**src/rtl/tlb_pkg.sv**
```systemverilog
package tlb_pkg;
    typedef enum logic [1:0] {
        ACC_READ  = 2'b00,
        ACC_WRITE = 2'b01,
        ACC_EXEC  = 2'b10,
        ACC_RSVD  = 2'b11
    } acc_e;

    typedef struct packed {
        logic rd;
        logic wr;
        logic ex;
        logic dirty;
    } perm_t;
endpackage

```
**src/rtl/tlb_match.sv**
```systemverilog
module tlb_match #(
    parameter int N     = 16,
    parameter int VPN_W = 20,
    localparam int IDX_W = $clog2(N)
) (
    input  logic [N-1:0]            valid_i,
    input  logic [N-1:0][VPN_W-1:0] tags_i,
    input  logic [VPN_W-1:0]        key_i,
    output logic                    any_o,
    output logic [IDX_W-1:0]        idx_o
);
    logic [N-1:0] hit_vec;

    for (genvar i = 0; i < N; i++) begin : g_cmp
        assign hit_vec[i] = valid_i[i] && (tags_i[i] == key_i);
    end

    always_comb begin
        idx_o = '0;
        for (int i = 0; i < N; i++) begin
            if (hit_vec[i]) idx_o = IDX_W'(i);
        end
    end

    assign any_o = |hit_vec;
endmodule

```
**src/rtl/tlb_victim.sv**
```systemverilog
module tlb_victim #(
    parameter int N = 16,
    localparam int IDX_W = $clog2(N)
) (
    input  logic [N-1:0]            valid_i,
    input  logic [N-1:0][IDX_W-1:0] age_i,
    input  logic                    same_any_i,
    input  logic [IDX_W-1:0]        same_idx_i,
    output logic [IDX_W-1:0]        idx_o
);
    localparam logic [IDX_W-1:0] OLDEST = IDX_W'(N - 1);

    logic             free_any;
    logic [IDX_W-1:0] free_idx;
    logic [IDX_W-1:0] old_idx;

    always_comb begin
        free_any = 1'b0;
        free_idx = '0;
        old_idx  = '0;
        for (int i = N - 1; i >= 0; i--) begin
            if (!valid_i[i]) begin
                free_any = 1'b1;
                free_idx = IDX_W'(i);
            end
            if (age_i[i] == OLDEST) old_idx = IDX_W'(i);
        end
    end

    assign idx_o = same_any_i ? same_idx_i : (free_any ? free_idx : old_idx);
endmodule

```
**src/rtl/tlb_lru.sv**
```systemverilog
module tlb_lru #(
    parameter int N = 16,
    localparam int IDX_W = $clog2(N)
) (
    input  logic [N-1:0][IDX_W-1:0] age_i,
    input  logic                    touch_en_i,
    input  logic [IDX_W-1:0]        touch_idx_i,
    output logic [N-1:0][IDX_W-1:0] age_o
);
    logic [IDX_W-1:0] ref_age;
    assign ref_age = age_i[touch_idx_i];

    for (genvar i = 0; i < N; i++) begin : g_age
        always_comb begin
            age_o[i] = age_i[i];
            if (touch_en_i) begin
                if (touch_idx_i == IDX_W'(i))  age_o[i] = '0;
                else if (age_i[i] < ref_age)   age_o[i] = age_i[i] + 1'b1;
            end
        end
    end
endmodule

```
**src/rtl/tlb_fa.sv**
```systemverilog
module tlb_fa
    import tlb_pkg::*;
#(
    parameter int N     = 16,
    parameter int VPN_W = 20,
    parameter int PPN_W = 20
) (
    input  logic             clk,
    input  logic             rst_n,
    input  logic             lk_valid,
    input  logic [VPN_W-1:0] lk_vpn,
    input  logic [1:0]       lk_acc,
    output logic             lk_hit,
    output logic             lk_miss,
    output logic             lk_fault,
    output logic [PPN_W-1:0] lk_ppn,
    input  logic             fill_valid,
    input  logic [VPN_W-1:0] fill_vpn,
    input  logic [PPN_W-1:0] fill_ppn,
    input  logic             fill_rd,
    input  logic             fill_wr,
    input  logic             fill_ex,
    input  logic             fill_dirty,
    input  logic             flush,
    input  logic             inv_valid,
    input  logic [VPN_W-1:0] inv_vpn
);
    localparam int IDX_W = $clog2(N);

    typedef struct packed {
        logic [N-1:0]            valid;
        logic [N-1:0][VPN_W-1:0] vpn;
        logic [N-1:0][PPN_W-1:0] ppn;
        perm_t [N-1:0]           perm;
        logic [N-1:0][IDX_W-1:0] age;
    } state_t;

    state_t state_q, state_d;
    logic [N-1:0] valid_vec;
    assign valid_vec = state_q.valid;

    // Associative searches: lookup, invalidate and fill keys
    logic             lk_any, inv_any, fill_any;
    logic [IDX_W-1:0] lk_idx, inv_idx, fill_idx, vic_idx;

    tlb_match #(.N(N), .VPN_W(VPN_W)) u_lk_match (
        .valid_i(state_q.valid), .tags_i(state_q.vpn), .key_i(lk_vpn),
        .any_o(lk_any), .idx_o(lk_idx)
    );
    tlb_match #(.N(N), .VPN_W(VPN_W)) u_inv_match (
        .valid_i(state_q.valid), .tags_i(state_q.vpn), .key_i(inv_vpn),
        .any_o(inv_any), .idx_o(inv_idx)
    );
    tlb_match #(.N(N), .VPN_W(VPN_W)) u_fill_match (
        .valid_i(state_q.valid), .tags_i(state_q.vpn), .key_i(fill_vpn),
        .any_o(fill_any), .idx_o(fill_idx)
    );

    tlb_victim #(.N(N)) u_victim (
        .valid_i(state_q.valid), .age_i(state_q.age),
        .same_any_i(fill_any), .same_idx_i(fill_idx), .idx_o(vic_idx)
    );

    // Permission evaluation for the matching slot
    acc_e  acc;
    perm_t lk_perm;
    logic  perm_ok, need_clean;
    assign acc     = acc_e'(lk_acc);
    assign lk_perm = state_q.perm[lk_idx];

    always_comb begin
        unique case (acc)
            ACC_WRITE: perm_ok = lk_perm.wr;
            ACC_EXEC:  perm_ok = lk_perm.ex;
            default:   perm_ok = lk_perm.rd;
        endcase
    end

    assign need_clean = (acc == ACC_WRITE) && !lk_perm.dirty;
    assign lk_fault   = lk_valid && lk_any && !perm_ok;
    assign lk_hit     = lk_valid && lk_any && perm_ok && !need_clean;
    assign lk_miss    = lk_valid && !lk_hit && !lk_fault;
    assign lk_ppn     = lk_any ? state_q.ppn[lk_idx] : '0;

    // Control ranking: flush, invalidate, fill, then hit refresh
    logic do_inv, do_fill, do_refresh, touch_en;
    logic [IDX_W-1:0] touch_idx;
    logic [N-1:0][IDX_W-1:0] age_nx;

    assign do_inv     = !flush && inv_valid && inv_any;
    assign do_fill    = !flush && !inv_valid && fill_valid;
    assign do_refresh = !flush && !inv_valid && !fill_valid && lk_hit;
    assign touch_en   = do_fill || do_refresh;
    assign touch_idx  = do_fill ? vic_idx : lk_idx;

    tlb_lru #(.N(N)) u_lru (
        .age_i(state_q.age), .touch_en_i(touch_en),
        .touch_idx_i(touch_idx), .age_o(age_nx)
    );

    always_comb begin
        state_d     = state_q;
        state_d.age = age_nx;
        if (flush) begin
            state_d.valid = '0;
        end else if (do_inv) begin
            state_d.valid[inv_idx] = 1'b0;
        end else if (do_fill) begin
            state_d.valid[vic_idx] = 1'b1;
            state_d.vpn[vic_idx]   = fill_vpn;
            state_d.ppn[vic_idx]   = fill_ppn;
            state_d.perm[vic_idx]  = '{rd: fill_rd, wr: fill_wr, ex: fill_ex, dirty: fill_dirty};
        end
    end

    always_ff @(posedge clk) begin
        if (!rst_n) begin
            state_q.valid <= '0;
            state_q.vpn   <= '0;
            state_q.ppn   <= '0;
            state_q.perm  <= '0;
            for (int i = 0; i < N; i++) state_q.age[i] <= IDX_W'(i);
        end else begin
            state_q <= state_d;
        end
    end
endmodule

```
**config.mk**
```make
export PLATFORM = sky130hd
export DESIGN_NAME = tlb_fa
export DESIGN_NICKNAME = d
export VERILOG_FILES = /design/src/rtl/tlb_pkg.sv /design/src/rtl/tlb_match.sv /design/src/rtl/tlb_victim.sv /design/src/rtl/tlb_lru.sv /design/src/rtl/tlb_fa.sv
export SDC_FILE = /design/constraint.sdc
export NUM_CORES = 2
export LEC_CHECK = 0
export CAP_MARGIN = 20
export CORE_ASPECT_RATIO = 0.6
export CORE_MARGIN = 1.5
export CORE_UTILIZATION = 40
export DETAILED_ROUTE_END_ITERATION = 8
export DONT_BUFFER_PORTS = 1
export PLACE_DENSITY = 0.52
export SLEW_MARGIN = 20
export SYNTH_ARGS = -nofsm -noshare
export SYNTH_HDL_FRONTEND = slang
export SYNTH_HIERARCHICAL = 1
export SYNTH_SLANG_ARGS = --single-unit
```
**constraint.sdc**
```tcl
create_clock -name clk -period 11.9 [get_ports clk]
set_clock_uncertainty 0.2 [all_clocks]
set_input_delay 1.19 -clock clk [delete_from_list [all_inputs] [get_ports clk]]
set_output_delay 1.19 -clock clk [all_outputs]
set_load 0.02 [all_outputs]
```
==> results.sh <==
export IMPL_status="finished with violations"
export IMPL_violations="max-slew violations"
export IMPL_postRouteAntennaNets=0
export IMPL_worst_pin_slew_ns=1.97
export IMPL_setup_tns_ns=0
export IMPL_syn_area_sq_mm=0.0491
export IMPL_drc_errors=0
export IMPL_rsz0062_at_grt="no"
export IMPL_overflow=0
export IMPL_critPathMaxFanout=32
export IMPL_grt_total_usage_pct=30.5
export IMPL_critPathKind="input pin to flop"
export IMPL_start_kind="input pin"
export IMPL_cellPowerDensity_mw_per_mm2=114
export IMPL_period_needed_ns=8.72
export IMPL_dieArea_sq_mm=0.125
export IMPL_port_buffers=0
export IMPL_antenna_found_initial=8
export IMPL_numCtsBuffers=82
export IMPL_routedWlPerCell_um=27.3
export IMPL_die_y_um=274
export IMPL_htreeDepth=3
export IMPL_synth_warning_count=6
export IMPL_min_period_over_period_pct=73.3
export IMPL_syn_nets=6014
export IMPL_cp_arrival_ns=9.03
export IMPL_rows=99
export IMPL_clockRootBuffer="clkbuf_16"
export IMPL_io_pins=115
export IMPL_final_cell_mix="1,532 x nand2_1, 784 x dfxtp_1, 756 x xnor2_1, 644 x a21boi_0, 241 x nand4_1"
export IMPL_initial_core_util_pct=40.4
export IMPL_grt_pass1_vias=38800
export IMPL_synth_cell_types=90
export IMPL_maxCapViolCount=0
export IMPL_post_cts_resized=0
export IMPL_peakVddDrop_uv=97.4
export IMPL_postSynthAreaPerCell_sq_um=8.38
export IMPL_synth_seq_cells=784
export IMPL_grt_max_degree=770
export IMPL_path_clk_slew_ns=0.07
export IMPL_cts_sinks=784
export IMPL_die_w_um=455
export IMPL_vias=42900
export IMPL_core_area_sq_mm=0.122
export IMPL_seq_area_frac_synth_pct=32.0
export IMPL_vias_per_cell=5.98
export IMPL_async_flop_share_pct=0
export IMPL_final_common_cell="nand2_1"
export IMPL_nets=5652
export IMPL_synthCells=5856
export IMPL_gp_congestion=0.956
export IMPL_required_ns=12.20
export IMPL_leakage_nw=15.6
export IMPL_drt_pass1_iter_count=6
export IMPL_cts_buffer_depth=3
export IMPL_drt_iter0_drc=5972
export IMPL_drt_wl_total_um=196000
export IMPL_finalSetupViolations=0
export IMPL_fmax_mhz=115
export IMPL_synth_area_leaders="dfxtp_1 32%, xnor2_1 13%, nand2_1 12%, a21boi_0 9.8%, mux4_2 5.7%"
export IMPL_yosys_area_top_type_share_pct=32.0
export IMPL_nFillCells=12000
export IMPL_final_core_util_pct=42.9
export IMPL_final_hold_viol_count=0
export IMPL_post_cts_setup_buffer_count=0
export IMPL_hold_class="flop to flop"
export IMPL_reg2reg_slack_ns=3.20
export IMPL_synthFlopType="dfxtp_1"
export IMPL_end_kind="flop"
export IMPL_grt_pass1_wl_um=282000
export IMPL_insertion_delay_ns=0.73
export IMPL_hpwl_um=118000
export IMPL_cts_tree="yes"
export IMPL_max_slew_margin_rel_pct=-31.4
export IMPL_synth_edf_count=0
export IMPL_post_synth_top_area_cell="dfxtp_1"
export IMPL_area_growth_pct=6.36
export IMPL_slew_viol_final=405
export IMPL_cts_hold_buf=0
export IMPL_drive_above_1_share_pct=7.07
==> final timing paths <==
| check | to | start | depth (start not counted) |
|---|---|---|---|
| max | state_q[45]$_SDFF_PN1_ | fill_vpn[13] | 25 |
| min | flop | flop | 2 |
| max reg2reg | state_q[45]$_SDFF_PN1_ | flop | 25 |
| min reg2reg | flop | flop | 2 |
==> routing by layer <==
metal  vias up  share of wire (%)  track usage [%]
met2      2379                 39             40.5
met1     21000                 47             47.1
met4         8                2.3             7.61
li1      19200                  -                -
met5         -              0.029                0
met3       325                 12             8.44
==> cells in the mapped netlist (5+ instances only) <==
cell and count:
and2_1 68, xnor2_1 756, o31a_1 5, buf_1 7, nor4b_1 8, nor2b_1 27
o31ai_1 5, inv_1 31, o211ai_1 24, nand3_1 105, xor2_1 204, o21a_1 32
o2111ai_1 8, a2111oi_0 18, a21o_1 19, nor2_1 61, o221a_2 15, nand2_1 1544
a22oi_1 7, a31oi_1 14, a41oi_1 7, or3_1 8, mux4_2 124, and3_1 17
nor3_1 7, a21oi_1 41, nor4_1 102, dfxtp_1 784, a21boi_0 644, nand2b_1 69
a211o_1 7, buf_6 63, o21ai_1 13, ha_1 66, mux2i_1 22, clkbuf_1 283
a21boi_1 64, buf_2 115, buf_4 29, nor4_2 6, o21ai_0 64, a2111o_1 6
nand3b_1 15, a32o_1 15, nand4_1 241
==> stage by stage <==
step           setup slack, ns  cell area, sq um  std cells  hold WS (ns)  total power, mW
3_5_place_dp              2.83             49100       7026         0.246             2.98
4_1_cts                   3.48             52200       7173         0.255             5.98
3_3_place_gp              2.85             49100       7026         0.241             2.97
5_1_grt                   2.86             52200       7173         0.272             6.12
6_report                  3.18             52200       7176         0.253             5.95
2_1_floorplan             4.68             49100       5856         0.232             3.09
==> power breakdown <==
group          switching [mW]  internal, mW
logic                   0.106         0.180
clock network            1.25          1.78
registers              0.0145          2.63
==> final cells by class <==
cell class                      count  area (sq um)  share of cell area (%)
Antenna cell                        3          7.51                  0.0144
Clock buffer                      109          2360                    4.51
Clock inverter                     38           752                    1.44
Inverter                           32           120                   0.230
Multi-Input combinational cell   4543         30900                    59.1
Sequential cell                   784         15700                    30.1
Tap cell                         1616          2020                    3.87
Timing Repair Buffer               51           395                   0.757
==> worst max-delay path, stage by stage <==
cell and delay, ns:
xnor2_1 0.15, nand4_1 0.10, nor4_1 0.99, nand4_1 0.35, o21ai_1 0.25, a21boi_1 0.09
o21ai_1 0.14, a21oi_1 0.08, o221ai_1 0.33, nand2_1 0.13, o311ai_1 0.11, buf_4 0.20
nand2_1 0.06, nand2_1 0.69, buf_4 0.29, mux4_2 0.50, mux4_2 0.46, inv_1 0.68
ha_1 0.41, a2111oi_0 0.88, nand4_1 0.23, nand3_1 0.18, o21ai_0 0.12, a32o_1 0.24
nand2b_1 0.13
==> logic make-up (layout without fill, tap and decap cells) <==
logic type / Yosys count / count (layout) / share of synthesized area, %
adders and majority gates: 66 / 66 / 1.68
DFF: 784 / 784 / 32.0
xor gates and xnor gates: 960 / 960 / 17.1
and+or+nand+nor: 2309 / 2309 / 21.3
other: 0 / 3 / 0
buffers and inverters: 529 / 230 / 5.52
AOI/OAI and AO/OA: 1061 / 1061 / 16.2
muxes: 147 / 147 / 6.16
(Power assumes the default switching activity.)
